[src/rtl/serial_rx_pkg.sv]
package serial_rx_pkg;
  typedef enum logic [2:0] {
    RX_IDLE,
    RX_START,
    RX_DATA,
    RX_PAR,
    RX_STOP
  } rx_state_e;

  localparam logic [1:0] RATE_X1  = 2'd0;
  localparam logic [1:0] RATE_X16 = 2'd1;
endpackage

[src/rtl/serial_rx_timer.sv]
module serial_rx_timer #(
  parameter int DIV_MID = 16,
  parameter int DIV_HI  = 64,
  parameter int CNT_W   = $clog2(DIV_HI)
) (
  input  logic       clk_i,
  input  logic       rst_ni,
  input  logic [1:0] rate_i,
  input  logic       load_half_i,
  input  logic       load_full_i,
  output logic       tick_o,
  output logic       one_x_o
);
  import serial_rx_pkg::*;

  logic [CNT_W-1:0] cnt_q;
  logic [CNT_W-1:0] full_tab [4];
  logic [CNT_W-1:0] half_tab [4];

  for (genvar g = 0; g < 4; g++) begin : g_tab
    localparam int FAC = (g == 0) ? 1 : ((g == 1) ? DIV_MID : DIV_HI);
    assign full_tab[g] = CNT_W'(FAC - 1);
    assign half_tab[g] = CNT_W'((FAC / 2 == 0) ? 0 : FAC / 2 - 1);
  end

  always_ff @(posedge clk_i or negedge rst_ni) begin
    if (!rst_ni)               cnt_q <= '0;
    else if (load_half_i)      cnt_q <= half_tab[rate_i];
    else if (load_full_i)      cnt_q <= full_tab[rate_i];
    else if (cnt_q != '0)      cnt_q <= cnt_q - CNT_W'(1);
  end

  assign tick_o  = (cnt_q == '0);
  assign one_x_o = (rate_i == RATE_X1);


  one_load_chk: assert property (@(posedge clk_i) disable iff (!rst_ni)
    !(load_half_i && load_full_i));


  mid_resample_chk: assert property (@(posedge clk_i) disable iff (!rst_ni)
    (load_half_i && rate_i != RATE_X1) |=> !tick_o);
endmodule

[src/rtl/serial_rx_frame.sv]
module serial_rx_frame #(
  parameter int DATA_W = 8,
  parameter int IDX_W  = $clog2(DATA_W)
) (
  input  logic              clk_i,
  input  logic              rst_ni,
  input  logic              rxd_i,
  input  logic              rx_en_i,
  input  logic [1:0]        len_i,
  input  logic              par_en_i,
  input  logic              par_odd_i,
  input  logic              tick_i,
  input  logic              one_x_i,
  output logic              load_half_o,
  output logic              load_full_o,
  output logic              done_o,
  output logic [DATA_W-1:0] char_o,
  output logic              perr_o,
  output logic              ferr_o
);
  import serial_rx_pkg::*;

  rx_state_e         state_q;
  logic              rxd_q;
  logic [DATA_W-1:0] shreg_q;
  logic [IDX_W-1:0]  idx_q;
  logic              acc_q;
  logic              perr_q;
  logic [IDX_W-1:0]  last_idx;
  logic              fall;

  assign last_idx = IDX_W'(DATA_W - 4) + IDX_W'(len_i);
  assign fall     = rxd_q && !rxd_i;

  always_comb begin
    load_half_o = rx_en_i && (state_q == RX_IDLE) && fall;
    load_full_o = 1'b0;
    if (rx_en_i && tick_i) begin
      unique case (state_q)
        RX_START:        load_full_o = !rxd_i;
        RX_DATA, RX_PAR: load_full_o = 1'b1;
        default:         load_full_o = 1'b0;
      endcase
    end
  end

  always_ff @(posedge clk_i or negedge rst_ni) begin
    if (!rst_ni) begin
      state_q <= RX_IDLE;
      rxd_q   <= 1'b1;
      shreg_q <= '0;
      idx_q   <= '0;
      acc_q   <= 1'b0;
      perr_q  <= 1'b0;
      done_o  <= 1'b0;
      char_o  <= '0;
      perr_o  <= 1'b0;
      ferr_o  <= 1'b0;
    end else begin
      rxd_q  <= rxd_i;
      done_o <= 1'b0;
      if (!rx_en_i) begin
        state_q <= RX_IDLE;
      end else begin
        unique case (state_q)
          RX_IDLE: if (fall) begin
            shreg_q <= '0;
            idx_q   <= '0;
            acc_q   <= 1'b0;
            perr_q  <= 1'b0;
            state_q <= one_x_i ? RX_DATA : RX_START;
          end
          RX_START: if (tick_i) state_q <= rxd_i ? RX_IDLE : RX_DATA;
          RX_DATA: if (tick_i) begin
            shreg_q[idx_q] <= rxd_i;
            acc_q          <= acc_q ^ rxd_i;
            if (idx_q == last_idx) state_q <= par_en_i ? RX_PAR : RX_STOP;
            else                   idx_q   <= idx_q + IDX_W'(1);
          end
          RX_PAR: if (tick_i) begin
            perr_q  <= (acc_q ^ rxd_i) != par_odd_i;
            state_q <= RX_STOP;
          end
          RX_STOP: if (tick_i) begin
            done_o  <= 1'b1;
            char_o  <= shreg_q;
            perr_o  <= perr_q;
            ferr_o  <= !rxd_i;
            state_q <= RX_IDLE;
          end
          default: state_q <= RX_IDLE;
        endcase
      end
    end
  end


  en_off_idle_chk: assert property (@(posedge clk_i) disable iff (!rst_ni)
    !rx_en_i |=> (state_q == RX_IDLE) && !done_o);


  done_after_stop_chk: assert property (@(posedge clk_i) disable iff (!rst_ni)
    done_o |-> $past(state_q == RX_STOP && tick_i));
endmodule

[src/rtl/serial_rx_buf.sv]
module serial_rx_buf #(
  parameter int DATA_W = 8
) (
  input  logic              clk_i,
  input  logic              rst_ni,
  input  logic              load_i,
  input  logic [DATA_W-1:0] char_i,
  input  logic              perr_i,
  input  logic              ferr_i,
  input  logic              rd_i,
  input  logic              err_clr_i,
  output logic [DATA_W-1:0] data_o,
  output logic              ready_o,
  output logic              par_err_o,
  output logic              frm_err_o,
  output logic              ovr_err_o
);
  logic ovr_set;
  assign ovr_set = load_i && ready_o && !rd_i;

  always_ff @(posedge clk_i or negedge rst_ni) begin
    if (!rst_ni) begin
      data_o    <= '0;
      ready_o   <= 1'b0;
      par_err_o <= 1'b0;
      frm_err_o <= 1'b0;
      ovr_err_o <= 1'b0;
    end else begin
      if (load_i)    data_o <= char_i;
      if (load_i)    ready_o <= 1'b1;
      else if (rd_i) ready_o <= 1'b0;
      // set wins over clear
      if (load_i && perr_i) par_err_o <= 1'b1;
      else if (err_clr_i)   par_err_o <= 1'b0;
      if (load_i && ferr_i) frm_err_o <= 1'b1;
      else if (err_clr_i)   frm_err_o <= 1'b0;
      if (ovr_set)          ovr_err_o <= 1'b1;
      else if (err_clr_i)   ovr_err_o <= 1'b0;
    end
  end


  ready_rise_chk: assert property (@(posedge clk_i) disable iff (!rst_ni)
    $rose(ready_o) |-> $past(load_i));


  read_clear_chk: assert property (@(posedge clk_i) disable iff (!rst_ni)
    (rd_i && !load_i) |=> !ready_o);


  ovr_set_chk: assert property (@(posedge clk_i) disable iff (!rst_ni)
    (load_i && ready_o && !rd_i) |=> ovr_err_o && ready_o);


  par_hold_chk: assert property (@(posedge clk_i) disable iff (!rst_ni)
    (par_err_o && !err_clr_i) |=> par_err_o);


  err_clear_chk: assert property (@(posedge clk_i) disable iff (!rst_ni)
    (err_clr_i && !load_i) |=> !par_err_o && !frm_err_o && !ovr_err_o);
endmodule

[src/rtl/serial_rx.sv]
module serial_rx #(
  parameter int DATA_W  = 8,
  parameter int DIV_MID = 16,
  parameter int DIV_HI  = 64
) (
  input  logic              clk_i,
  input  logic              rst_ni,
  input  logic              rx_en_i,
  input  logic [1:0]        rate_i,
  input  logic [1:0]        len_i,
  input  logic              par_en_i,
  input  logic              par_odd_i,
  input  logic              rxd_i,
  input  logic              rd_i,
  input  logic              err_clr_i,
  output logic [DATA_W-1:0] data_o,
  output logic              ready_o,
  output logic              par_err_o,
  output logic              frm_err_o,
  output logic              ovr_err_o
);
  logic              tick, one_x, load_half, load_full;
  logic              done, perr, ferr;
  logic [DATA_W-1:0] char_w;

  serial_rx_timer #(.DIV_MID(DIV_MID), .DIV_HI(DIV_HI)) u_timer (
    .clk_i       (clk_i),
    .rst_ni      (rst_ni),
    .rate_i      (rate_i),
    .load_half_i (load_half),
    .load_full_i (load_full),
    .tick_o      (tick),
    .one_x_o     (one_x)
  );

  serial_rx_frame #(.DATA_W(DATA_W)) u_frame (
    .clk_i       (clk_i),
    .rst_ni      (rst_ni),
    .rxd_i       (rxd_i),
    .rx_en_i     (rx_en_i),
    .len_i       (len_i),
    .par_en_i    (par_en_i),
    .par_odd_i   (par_odd_i),
    .tick_i      (tick),
    .one_x_i     (one_x),
    .load_half_o (load_half),
    .load_full_o (load_full),
    .done_o      (done),
    .char_o      (char_w),
    .perr_o      (perr),
    .ferr_o      (ferr)
  );

  serial_rx_buf #(.DATA_W(DATA_W)) u_buf (
    .clk_i     (clk_i),
    .rst_ni    (rst_ni),
    .load_i    (done),
    .char_i    (char_w),
    .perr_i    (perr),
    .ferr_i    (ferr),
    .rd_i      (rd_i),
    .err_clr_i (err_clr_i),
    .data_o    (data_o),
    .ready_o   (ready_o),
    .par_err_o (par_err_o),
    .frm_err_o (frm_err_o),
    .ovr_err_o (ovr_err_o)
  );
endmodule

[config.mk]
export PLATFORM = sky130hd
export DESIGN_NAME = serial_rx
export DESIGN_NICKNAME = d
export VERILOG_FILES = /design/src/rtl/serial_rx_pkg.sv /design/src/rtl/serial_rx_timer.sv /design/src/rtl/serial_rx_frame.sv /design/src/rtl/serial_rx_buf.sv /design/src/rtl/serial_rx.sv
export SDC_FILE = /design/constraint.sdc
export NUM_CORES = 1
export LEC_CHECK = 0
export CAP_MARGIN = 30
export CORE_MARGIN = 1
export CORE_UTILIZATION = 45
export CTS_CLUSTER_DIAMETER = 80
export DETAILED_ROUTE_END_ITERATION = 12
export DONT_BUFFER_PORTS = 1
export SLEW_MARGIN = 0
export SYNTH_ARGS = -nofsm -noshare
export SYNTH_HDL_FRONTEND = slang
export SYNTH_SLANG_ARGS = --single-unit
[constraint.sdc]
create_clock -name clk_i -period 1.8 [get_ports clk_i]
set_input_delay 0.18 -clock clk_i [delete_from_list [all_inputs] [get_ports clk_i]]
set_output_delay 0.18 -clock clk_i [all_outputs]
set_load 0.1 [all_outputs]
==> impl_metrics.csv, run 1 <==
group,metric,value,unit
clock_network,cts_buffers,5,
place,dp_hpwl,3380,um
sta,slew_headroom,66.0,%
final_layout,diodes,0,
sta,slew_violations,0,
floorplanning,dieHeight,73.8,um
place,gp_congestion,0.936,
global_route,antenna_found_initial,0,
logic_synthesis,synth_top_area_share,48.5,%
pwr,clockPowerShare,22.5,%
final_layout,fin_area,2720,um2
drt,first_pass_iters,4,
setup_path,critPathKind,"reg -> reg",
flow_run,cap_violations,0,
setup_path,cp.required,2.02,ns
drt,ant_nets,0,
drt,vias_per_cell,5.74,
drt,num_vias,1699,
place,numPortBuffers,0,
logic_synthesis,ys_ff_latch,46,
floorplanning,core_area,4850,um2
clock_network,tritoncts,"built",
logic_synthesis,ys_seq_area_share,49.6,%
logic_synthesis,synth_edf_count,0,
floorplanning,io-pin-count,24,
global_route,grt_pass1_wl,8110,um
logic_synthesis,ys_warn_count,0,
drt,drt_iter0_markers,145,
global_route,gr-usage-all-layers,20.0,%
logic_synthesis,syn_area_per_cell,11.5,um2
sta,period_share,95.6,%
pwr,combPwrFrac,31.7,%
sta,fin_skew,0.00385,ns
clock_network,clkTransAtPathRegs,0.08,ns
clock_network,clockBufferDepth,2,
pwr,p_int,1.82,mW
drt,routedWlPerCell,16.4,um
status,status,"completed",
final_layout,layout-drive-gt1-share,31.4,%
setup_path,cp.arrival,1.94,ns
sta,fin_crit,1.72,ns
logic_synthesis,syn-num-nets,215,
drt,wl,4840,um
setup_path,cp-end-kind,"flip-flop",
pwr,switching_power,0.929,mW
setup_path,start_kind,"flip-flop",
place,dpl_cell_area,2540,um2
drt,route.detailed.drc,0,
sta,setup_violations,0,
clock_network,htree_levels,2,
pwr,p_sw_share,33.8,%
pwr,p_seq_share,45.8,%
final_layout,final_cells,296,
floorplanning,die_w,73.8,um
logic_synthesis,yosysMostFrequentCell,"dfrtp_1",
logic_synthesis,synthTopCellsByArea,"dfrtp_1 49%, mux2_2 8.2%, mux2i_1 2.2%",
final_layout,nFillCells,403,
final_layout,syn2layout_area_growth,17.0,%
final_layout,finalNetCount,242,
logic_synthesis,syn_inst,201,
floorplanning,start_util,47.9,%
logic_synthesis,yosysUniqueCellTypes,57,
pwr,irDropWorstVdd,521,uV
pwr,power.static_leakage,1.21,nW
global_route,grt_max_degree,47,
logic_synthesis,synthFlopType,"dfrtp_1",
place,dp_cells,282,
worst_hold_path,hold_path_class,"in -> reg",
sta,fmax,581,MHz
pwr,p_per_area,1010,nW/um2
sta,hold_viol,0,
sta,tightest_slew,0.510,ns
logic_synthesis,synth_area_leader_cell,"dfrtp_1",
floorplanning,placementRows,25,
sta,setup_tns,0,ns
clock_network,cts.sinks,46,
logic_synthesis,synth_common_cells,"45 x dfrtp_1, 17 x mux2_2, 13 x nand2_1, 9 x inv_1, 7 x buf_2",
logic_synthesis,synthArstFlopShare,100,%
pwr,p_total,2.75,mW
clock_network,clk_latency,0.30,ns
clock_network,clockRootBuffer,"clkbuf_8",
floorplanning,die_area,5450,um2
setup_path,worstPathMaxFanout,6,
global_route,grt_pass1_vias,1720,
logic_synthesis,netlist_area,2320,um2
global_route,grt_remaining_overflow,0,
==> worst paths after layout <==
kind / depth (start not counted) / endpoint / slack, ns / from
max: 5 / u_frame.idx_q[2]$_DFFE_PN0P_ / 0.08 / u_timer.cnt_q[3]$_DFFE_PN0P_
min: 2 / u_timer.cnt_q[3]$_DFFE_PN0P_ / 0.08 / rate_i[1]
max reg2reg: 5 / u_frame.idx_q[2]$_DFFE_PN0P_ / 0.08 / u_timer.cnt_q[3]$_DFFE_PN0P_
min reg2reg: 2 / u_frame.ferr_o$_DFFE_PN0P_ / 0.50 / u_frame.ferr_o$_DFFE_PN0P_
max in group asynchronous: 2 / u_frame.rxd_q$_DFF_PN1_ / 1.14 / rst_ni
min in group asynchronous: 2 / u_buf.data_o[5]$_DFFE_PN0P_ / 0.39 / rst_ni
==> cells in the final DEF, fill, tap and decap left out, types with 3 or more instances in the layout <==
cell,instances
inv_1,9
nand2_1,13
xnor2_1,5
o21ai_0,5
buf_4,28
clkbuf_8,5
nor4b_2,3
a221oi_1,3
nor2b_1,3
mux2_2,17
or3_1,3
mux2i_1,5
xor2_1,3
o211ai_1,6
o31ai_1,5
a22o_1,3
dfrtp_1,44
nor3_1,5
nor2_1,5
nand3_1,3
o22ai_1,4
==> cells by family after synthesis <==
family          share of synthesized area, %
xor+xnor                                3.02
mux                                     10.4
buf+inv                                 4.10
flops                                   49.6
compound gates                          16.0
fa+ha+maj                               1.08
simple gates                            15.8
==> state kept, by name, summed over array words and instances, names as in the netlist <==
name             count
u_buf.data_o         8
u_buf.frm_err_o      1
u_buf.ovr_err_o      1
u_buf.par_err_o      1
u_buf.ready_o        1
u_frame.acc_q        1
u_frame.char_o       8
u_frame.done_o       1
u_frame.ferr_o       1
u_frame.idx_q        3
u_frame.perr_o       1
u_frame.perr_q       1
u_frame.rxd_q        1
u_frame.shreg_q      8
u_frame.state_q      3
u_timer.cnt_q        6
==> power groups by stage <==
| stage | Sequential (mW) | Combinational [mW] | Clock (mW) |
|---|---|---|---|
| detailed placement | 1.27 | 0.781 | 0 |
| global placement | 1.26 | 0.766 | 0 |
| finish | 1.26 | 0.871 | 0.620 |
| floorplan | 1.24 | 0.589 | 0 |
| global route | 1.27 | 0.961 | 0.686 |
| CTS | 1.25 | 0.819 | 0.643 |
==> layer usage <==
layer  wire length (um)  global-route usage, %  up-vias
met2               2480                   35.4       39
met5                  0                      0        -
met3                202                   4.53        6
met4                 63                   5.98        0
li1                   -                      -      801
met1               2100                   24.3      853
==> repair_timing <==
item,in CTS,in global routing
endpoints found under the hold margin,48,0
pin swaps,0,1
gates cloned,0,1
setup endpoints to repair,1,11
setup buffers,0,2
hold buffers,3,0
gates resized for setup,1,6
==> layout make-up <==
class                   instances  area, um2  area share [%]
inverters                       9       33.8            1.24
clock inverters                 2       13.8           0.507
flip-flops and latches         46       1150            42.5
well taps                      67       83.8            3.09
multi-input cells             135       1100            40.5
clock buffers                   6       72.6            2.67
repair buffers                 31        258            9.49
==> stage by stage <==
| step | utilization [%] | hold WS (ns) | setup slack (ns) |
|---|---|---|---|
| after global placement | 52.4 | -0.115 | 0.101 |
| after CTS | 55.1 | 0.0736 | 0.0540 |
| after detailed placement | 52.4 | -0.114 | 0.0235 |
| after floorplan | - | -0.116 | 0.115 |
| final | 56.0 | 0.0837 | 0.0796 |
| after global routing | 56.0 | 0.0658 | -0.0118 |
==> worst max-delay path, cell delays in order (launching register included) <==
cell and delay (ns):
dfrtp_1 0.45, nor3_4 0.33, buf_4 0.18, o2111ai_2 0.16
or3_1 0.35, a21oi_1 0.17
No activity file was read; power rests on OpenSTA's default activity.
==> run 2, diff against run 1 <==
Settings changed: ABC_AREA set to 1, CTS_BUF_LIST set to sky130_fd_sc_hd__clkbuf_8.
==> impl_metrics.csv, run 2 <==
group,metric,value,unit
sta,rsz0062_at_grt,"no",
clock_network,cts_buffers,5,
place,dp_hpwl,3420,um
setup_path,critPathMaxStageDelay,0.41,ns
logic_synthesis,netlist_area,2440,um2
place,gp_congestion,0.885,
global_route,grt_pass1_vias,1765,
logic_synthesis,syn_inst,313,
sta,hold_viol,0,
sta,fin_skew,0.00609,ns
clock_network,cts.sinks,46,
setup_path,cp-end-kind,"flip-flop",
global_route,gr-usage-all-layers,18.6,%
sta,fin_crit,1.65,ns
drt,wl,4730,um
sta,fmax,606,MHz
clock_network,clockRootBuffer,"clkbuf_8",
floorplanning,die_w,75.7,um
place,numPortBuffers,0,
global_route,grt_remaining_overflow,0,
logic_synthesis,ys_warn_count,0,
logic_synthesis,syn-num-nets,327,
final_layout,reg.largest.list,"u_buf.data_o (8), u_frame.char_o (8), u_frame.shreg_q (8)",
clock_network,clk_latency,0.29,ns
drt,route.detailed.drc,0,
global_route,grt_pass1_wl,7980,um
sta,setup_violations,0,
place,dpl_cell_area,2610,um2
clock_network,clockBufferDepth,2,
drt,num_vias,1974,
final_layout,finalNetCount,350,
logic_synthesis,yosysUniqueCellTypes,33,
pwr,combPwrFrac,31.3,%
global_route,antenna_found_initial,0,
pwr,irDropWorstVdd,565,uV
logic_synthesis,synthArstFlopShare,100,%
logic_synthesis,ys_seq_area_share,47.2,%
setup_path,start_kind,"flip-flop",
final_layout,layout-drive-gt1-share,14.2,%
floorplanning,io-pin-count,24,
sta,slew_headroom,76.3,%
final_layout,multiInputGateArea,1120,um2
logic_synthesis,synth_area_leader_cell,"dfrtp_1",
drt,ant_nets,0,
pwr,clockPowerShare,23.2,%
pwr,p_int,1.75,mW
final_layout,seqCellArea,1150,um2
sta,setup_tns,0,ns
drt,first_pass_iters,4,
setup_path,cp.required,1.99,ns
setup_path,crit_slowest_cell,"dfrtp_1",
global_route,grt_max_degree,47,
final_layout,fin_area,2800,um2
logic_synthesis,synth_edf_count,0,
pwr,p_seq_share,45.5,%
sta,slew_violations,0,
pwr,p_total,2.78,mW
drt,drt_iter0_markers,89,
pwr,p_sw_share,36.9,%
logic_synthesis,synth_top_area_share,46.1,%
setup_path,path_delay_family,"simple AND/OR/NAND/NOR gates",
logic_synthesis,ys_ff_latch,46,
pwr,p_per_area,995,nW/um2
flow_run,cap_violations,0,
sta,tightest_slew,0.354,ns
logic_synthesis,synth_common_cells,"102 x nand2_1, 45 x dfrtp_1, 33 x inv_1, 32 x nand3_1, 26 x nor2_1",
setup_path,crit_top_cell,"nand2_1",
floorplanning,die_area,5720,um2
drt,vias_per_cell,4.85,
final_layout,diodes,0,
setup_path,worstPathMaxFanout,8,
pwr,switching_power,1.03,mW
drt,routedWlPerCell,11.6,um
worst_hold_path,hold_path_class,"in -> reg",
final_layout,final_cell_mix,"102 x nand2_1, 45 x dfrtp_1, 33 x inv_1",
final_layout,syn2layout_area_growth,14.5,%
clock_network,tritoncts,"built",
pwr,power.static_leakage,1.48,nW
clock_network,htree_levels,2,
logic_synthesis,syn_area_per_cell,7.80,um2
setup_path,cp.arrival,1.84,ns
logic_synthesis,synthTopCellsByArea,"dfrtp_1 46%, nand2_1 16%, nand3_1 6.6%",
setup_path,path_cells,"inv_1, ha_1, nand2_2, nor2_8, nand2_1, or2_0, nand2_1, nor2_1",
clock_network,clkTransAtPathRegs,0.09,ns
floorplanning,core_area,5170,um2
logic_synthesis,yosysMostFrequentCell,"nand2_1",
floorplanning,start_util,47.2,%
status,status,"completed",
setup_path,critPathKind,"reg -> reg",
setup_path,critPathBufInv,1,
final_layout,final_common_cell,"nand2_1",
floorplanning,placementRows,26,
floorplanning,dieHeight,75.7,um
final_layout,nFillCells,501,
sta,period_share,91.6,%
logic_synthesis,synthFlopType,"dfrtp_1",
[run 2: stage by stage]
stage	std cells	utilization, %	setup slack [ns]	hold WS [ns]
3_3_place_gp	393	50.5	0.184	-0.114
5_1_grt	407	54.0	0.00903	0.00955
2_1_floorplan	313	-	0.338	-0.116
4_1_cts	406	53.6	0.116	0.00799
6_report	407	54.0	0.150	0.00196
3_5_place_dp	393	50.5	0.131	-0.115
[run 2: cell families after synthesis]
kind of cell               after synthesis  synth area share [%]
adders and majority gates                2                  1.02
DFF                                     46                  47.2
and+or+nand+nor                        192                  37.5
xor gates and xnor gates                 5                  1.79
AOI/OAI and AO/OA                       25                  5.28
buffers and inverters                   43                  7.18
[run 2: final timing paths]
| check | to | slack (ns) | from | cells past startpoint |
|---|---|---|---|---|
| min in group asynchronous | u_timer.cnt_q[4]$_DFFE_PN0P_ | 0.39 | rst_ni | 2 |
| hold reg to reg | u_buf.data_o[7]$_DFFE_PN0P_ | 0.48 | u_buf.data_o[7]$_DFFE_PN0P_ | 2 |
| hold / removal | u_buf.par_err_o$_DFFE_PN0P_ | 0.002 | err_clr_i | 1 |
| max in group asynchronous | u_frame.rxd_q$_DFF_PN1_ | 1.14 | rst_ni | 2 |
| setup / recovery | u_timer.cnt_q[5]$_DFFE_PN0P_ | 0.15 | u_timer.cnt_q[0]$_DFFE_PN0P_ | 8 |
| setup reg to reg | u_timer.cnt_q[5]$_DFFE_PN0P_ | 0.15 | u_timer.cnt_q[0]$_DFFE_PN0P_ | 8 |
[run 2: layer usage]
metal,GRT usage (%),part of all wire [%]
met3,3.97,4.1
met4,4.32,0.78
met1,26.0,51
met5,0,0
met2,29.9,44
[run 2: power groups by stage]
stage	clock network, mW	logic [mW]	registers (mW)
final	0.644	0.871	1.27
after global placement	0	0.827	1.28
after floorplan	0	0.697	1.26
after detailed placement	0	0.826	1.28
after global routing	0.713	0.992	1.28
after CTS	0.672	0.866	1.26
[run 2: repair_timing]
action | in CTS | in global routing
endpoints found under the setup margin | 0 | 3
resized for setup | 0 | 1
setup buffers | 0 | 1
hold buffers | 5 | 0
hold endpoints to repair | 50 | 0
[run 2: area by class of cell]
| class | instances | area share, % |
|---|---|---|
| clock inverter | 3 | 0.895 |
| multi-input combinational | 224 | 39.9 |
| clock buffer | 5 | 2.46 |
| tap | 70 | 3.13 |
| timing repair buffer | 21 | 7.16 |
| inverter | 38 | 5.19 |
| sequential | 46 | 41.2 |
